===== src/rtl/usharp_stream.sv =====
module usharp_stream #(
  parameter int LINE_W = 64,
  parameter int ROWS   = 48
) (
  input  logic       clk,
  input  logic       rst_n,
  input  logic       in_valid,
  input  logic [7:0] in_pix,
  input  logic       in_sol,
  input  logic       in_sof,
  output logic       out_valid,
  output logic [7:0] out_pix,
  output logic       out_sol,
  output logic       out_sof,
  output logic       out_inner
);
  localparam int XW   = (LINE_W > 1) ? $clog2(LINE_W) : 1;
  localparam int YW   = (ROWS > 1) ? $clog2(ROWS) : 1;
  localparam int VLEN = 2 * LINE_W + 1;

  // word: {live, sof, sol, pixel}
  logic [10:0] h0, h1, h2;
  logic [10:0] rd [LINE_W];
  logic [7:0]  vd [VLEN];
  logic [XW-1:0] px_q;
  logic [YW-1:0] py_q;

  wire [9:0] hsum  = {2'b0, h0[7:0]} + {2'b0, h1[7:0]} + {2'b0, h2[7:0]};
  wire [7:0] hblur = 8'((32'(hsum) * 32'd21846 + 32'd32768) >> 16);
  wire [9:0] vsum  = {2'b0, vd[0]} + {2'b0, vd[LINE_W]} + {2'b0, vd[2*LINE_W]};
  wire [7:0] vblur = 8'((32'(vsum) * 32'd21846 + 32'd32768) >> 16);

  wire [10:0] ctr   = rd[LINE_W-1];
  wire        c_live = ctr[10];
  wire        c_sof  = ctr[9];
  wire        c_sol  = ctr[8];
  wire [7:0]  c_pix  = ctr[7:0];

  wire [XW-1:0] cx = c_sol ? '0 : px_q + 1'b1;
  wire [YW-1:0] cy = c_sof ? '0 : (c_sol ? py_q + 1'b1 : py_q);

  wire signed [9:0]  diff  = $signed({2'b0, c_pix}) - $signed({2'b0, vblur});
  wire signed [17:0] prod  = diff * 18'sd205;
  wire signed [10:0] adj   = 11'(prod >>> 11);
  wire signed [10:0] sharp = $signed({3'b0, c_pix}) + adj;
  wire [7:0] sat = (sharp < 11'sd0)   ? 8'd0 :
                   (sharp > 11'sd255) ? 8'd255 : sharp[7:0];

  wire inner = c_live && (cx != '0) && (cx != XW'(LINE_W-1)) &&
               (cy != '0) && (cy != YW'(ROWS-1));

  always_ff @(posedge clk) begin
    if (!rst_n) begin
      h0 <= '0; h1 <= '0; h2 <= '0;
      for (int i = 0; i < LINE_W; i++) rd[i] <= '0;
      for (int i = 0; i < VLEN; i++) vd[i] <= '0;
      px_q <= '0; py_q <= '0;
      out_valid <= 1'b0; out_pix <= '0;
      out_sol <= 1'b0; out_sof <= 1'b0; out_inner <= 1'b0;
    end else if (in_valid) begin
      h0 <= {1'b1, in_sof, in_sol, in_pix};
      h1 <= h0;
      h2 <= h1;
      rd[0] <= h2;
      for (int i = 1; i < LINE_W; i++) rd[i] <= rd[i-1];
      vd[0] <= hblur;
      for (int i = 1; i < VLEN; i++) vd[i] <= vd[i-1];
      if (c_live) begin
        px_q <= cx;
        py_q <= cy;
      end
      out_valid <= c_live;
      out_pix   <= sat;
      out_sol   <= c_live && c_sol;
      out_sof   <= c_live && c_sof;
      out_inner <= inner;
    end else begin
      out_valid <= 1'b0;
      out_sol   <= 1'b0;
      out_sof   <= 1'b0;
      out_inner <= 1'b0;
    end
  end
endmodule


===== config.mk =====
export PLATFORM = sky130hd
export DESIGN_NAME = usharp_stream
export DESIGN_NICKNAME = d
export VERILOG_FILES = /design/src/rtl/usharp_stream.sv
export SDC_FILE = /design/constraint.sdc
export NUM_CORES = 2
export LEC_CHECK = 0
export BUFFER_PORTS_ARGS = -buffer_cell sky130_fd_sc_hd__buf_2
export CAP_MARGIN = 20
export CORE_ASPECT_RATIO = 0.8
export CORE_MARGIN = 4
export CORE_UTILIZATION = 55
export CTS_CLUSTER_SIZE = 30
export DETAILED_ROUTE_END_ITERATION = 10
export PLACE_DENSITY_LB_ADDON = 0.15
export REMOVE_ABC_BUFFERS = 1
export SETUP_SLACK_MARGIN = 0.15
export SLEW_MARGIN = 40
export SYNTH_ARGS = -nofsm -noshare
export SYNTH_HDL_FRONTEND = slang
export SYNTH_SLANG_ARGS = --single-unit

===== constraint.sdc =====
create_clock -name clk -period 63.4 [get_ports clk]
set_clock_uncertainty 0.1 [all_clocks]
set_input_delay 0 -clock clk [delete_from_list [all_inputs] [get_ports clk]]
set_output_delay 0 -clock clk [all_outputs]
set_load 0.02 [all_outputs]

# Word-level counts from Yosys, hierarchy flattened
# Memory sizes are Yosys's and may differ from the RTL's.
# Cells that the tools add are included.
# totals
output_inout_bits	12
ramBits	1736
elab_cells	434
input_bits	13
regBits	57
n_memories	2
# op_classes
eq_ne	2
mux	202
add_sub_neg	10
n_reduce_logical	10
magnitude_cmp	2
n_bitwise	193
mul	3
# mem_list
memory	words	word_bits	read_ports	rd_ports_with_merged_regs	write_ports	line	rtl
vd	129	8	129	0	129	24	logic [7:0] vd [VLEN];
rd	64	11	64	0	64	23	logic [10:0] rd [LINE_W];
# op_table
cell	n
$mux W8	131
$mux W11	64
$or A1 B1 Y1	193
$add A24 B16 Y24 const B	2
$mul A10 B14 Y23 const B	2
$add A9 B8 Y10	2
$add A8 B8 Y9	2
$mul A9 B9 Y18 const B	1
$mux W6	3
$add A6 B1 Y6 const B	2
$ne A6 B6 Y1 const B	2
$reduce_bool A6 Y1	2
$add A9 B7 Y10	1
$gt A10 B9 Y1 const B	1
$lt A10 B1 Y1 const B	1
$sub A8 B8 Y9	1
$logic_and A1 B1 Y1	6
$mux W1	4
$reduce_and A2 Y1	2

# Logic depth before layout (Yosys ltp)
# An unclocked memory read counts as a cell.
# logic_depth
ltp_word	11
ltp_mapped	66
ltp_nobuf	65

# Least setup slack after synthesis
# No wires, ideal clock.
# synth_timing
path_kind	input-to-reg
from	input port in_valid
to	memory rd[0][0], enable pin
n_path_buf	3
arrival_time_ns	33.894
required_ns	61.249
setup_ns	2.051
stages	5
setup_slack_ns	27.355
cell_sequence	clkbuf_1 -> nor2b_1 -> clkbuf_1 -> clkbuf_1 -> inv_1
# synth_lines
element	line	rtl
from (decl)	7	input logic in_valid,
to (decl)	23	

==> metrics <==
status=completed; Startpoint Class=flip-flop; ANT nets after route=0; unrepaired setup endpoints after global routing=no; largest net degree at the start of global routing=around 280; sequential fraction of the synthesis area=0.717; global-route wire length before repair=191,000 µm; period utilization=0.230; post-route design area=81,700 µm²; total of max-cap violations=0; H-tree depth=4; synth top area cells=edfxtp_1 70%, and3_1 12%, ha_1 3.5%, and2_1 2.9%, fa_1 2.5%; arrival time worst endpoint=15,130 ps; RR Endpoint=out_pix[2]; final hold vios=0; Initial Utilization=0.554; flops & latches, synth=about 1,800; commonest non-fill, non-tap cells in the layout=1,736 x edfxtp_1, 1,398 x and3_1, 339 x and2_1; num ports=25; crit end category=flip-flop; critical path's slowest cell=fa_1; antenna violations before repair=2; Rows=120; Total Routing Usage GR=0.163; final cell count without fillers=6,707; worst-skew pair later-pin latency=790 ps; fin. max-slew vios=0; layout cells sized above 1=0.0715; nets=5,105; transition time of the tightest slew-check pin=around 840 ps; Root Buffer=clkbuf_16; clock slew at reported path FFs=60 ps; Syn Area/Cell=15.2 µm²; core area=between 100,000 and 150,000 µm²; Final Wtd Congestion=0.814; CTS tree=yes; Congestion Overflow GR=0; Sum Neg Setup Slack=0 ps; Post-synth EDFFs=between 1,500 and 2,000; die area=141,000 µm²; Yosys top cell area share=0.701; PortBufs=24; post-cts resize count=0; hold_buf cts=22; Max Fclk=68.7 MHz; prevailing post-synth register cell=edfxtp_1; R2R setup slack=48,840 ps; total number of vias=36,900; Die Y=approximately 340 µm; clock buffer count from CTS=171; commonest non-fill, non-tap cell in the layout=edfxtp_1; final WL=114,000 µm; DRT Pass-1 Iters=5; placement-stage cell area=~76,000 µm²; Worst Reg-to-Reg Cells=64; DR WL/cell=around 17 µm; P&R area growth vs syn=9.87%; Critical Path Max Stage Delay=approximately 600 ps; mapped cell area=74,300 µm²; DRC violations left=0; DR vias/cell=5.50; vias in the first global route=around 36,000; post-CTS setup buffer count=0; post-route minimum period=approximately 15,000 ps; die width=419 µm; final setup fails=0; Worst Path Required=63,970 ps; critical path startpoint=vd[1][1]; Slew headroom=0.442; Detailed Place HPWL=58,300 µm; Worst R2R Start=vd[1][1]; CTS Sinks=1,793; Critical Path Most Common Cell=inv_1; Synth area leader=edfxtp_1; clk buf depth=3; worst setup path endpoint=out_pix[2]; WS Path Type=reg -> reg; Cell variety after synth=89; worst-path maximum fanout=8; Hold Crit Class=in -> reg; Yosys Warn Count=0; worst hold slack=349 ps; drt initial violations=3,308; Synth Instances=4,890; dpl cells=6,366; ys async rst share=0
-- worst max-delay path: cells and delay by family (launching register included) --
kind / cells / cell delay, ps
AOI/OAI and AO/OA: 28 / 5170
xor gates and xnor gates: 2 / 440
adders and majority gates: 17 / 6590
buffers and inverters: 11 / 660
DFF: 1 / 320
muxes: 1 / 390
and+or+nand+nor: 5 / 790
-- registers in the layout (all words and copies together) (netlist names) --
name / count
h0: 11
h1: 11
h2: 11
out_inner: 1
out_pix: 8
out_sof: 1
out_sol: 1
out_valid: 1
px_q: 6
py_q: 6
rd: 704
vd: 1032
-- area by class of cell --
class	instances	area (µm²)
antenna	2	5.00
clock buffer	222	4540
clock inverter	94	972
fill	9916	52400
inverter	187	714
multi-input combinational	2544	19000
sequential	1793	53300
tap	1769	2210
timing repair buffer	96	982
-- stage by stage --
| step | setup slack (ps) | utilization |
|---|---|---|
| 3_3_place_gp | 49200 | 0.564 |
| 2_1_floorplan | 27690 | - |
| 5_1_grt | 48020 | 0.609 |
| 3_5_place_dp | 48870 | 0.566 |
| 4_1_cts | 48860 | 0.609 |
| 6_report | 48840 | 0.609 |
-- how the worst min path moves through the flow --
| stage | startpoint | end | slack, ps | depth (start not counted) |
|---|---|---|---|---|
| global placement | in_pix[4] | h0[4] | 160 | 3 |
| detailed placement | in_pix[3] | h0[3] | 160 | 3 |
| global route | rst_n | rd[0][307] | 370 | 3 |
| floorplan | rst_n | h0[10] | 20 | 1 |
| finish | in_valid | rd[0][186] | 350 | 3 |
| CTS | rst_n | rd[1][26] | 330 | 3 |
-- cell families (layout without fill, tap and decap cells) --
logic type                 Yosys count  in the layout  share of synthesized area
AOI/OAI and AO/OA                  178            178                     0.0182
xor gates and xnor gates            77             77                    0.00998
adders and majority gates          299            299                     0.0597
buffers and inverters              553            599                     0.0281
DFF                               1793           1793                      0.717
muxes                               37             37                    0.00532
other                                0              2                          0
and+or+nand+nor                   1953           1953                      0.162
-- synth_stat cells (35+ instances only) --
library cell	instances
a21oi_1	41
and2_1	339
and3_1	1398
clkbuf_1	361
dfxtp_1	57
edfxtp_1	1736
fa_1	93
ha_1	206
inv_1	185
mux2i_1	35
nand2_1	42
nor2_1	50
nor2b_1	51
xnor2_1	45
-- routing by layer --
layer	part of all wire	GRT usage	routed length [µm]	vias to the layer above
met1	0.53	0.269	60800	18400
met2	0.42	0.221	47600	407
li1	-	-	-	17900
met4	0.019	0.0451	2150	0
met5	0	0	0	-
met3	0.034	0.0291	3940	190
Power is left out: the tool's default activity adds up to more than one toggle a clock period on the data nets, which glitch-free logic cannot reach.
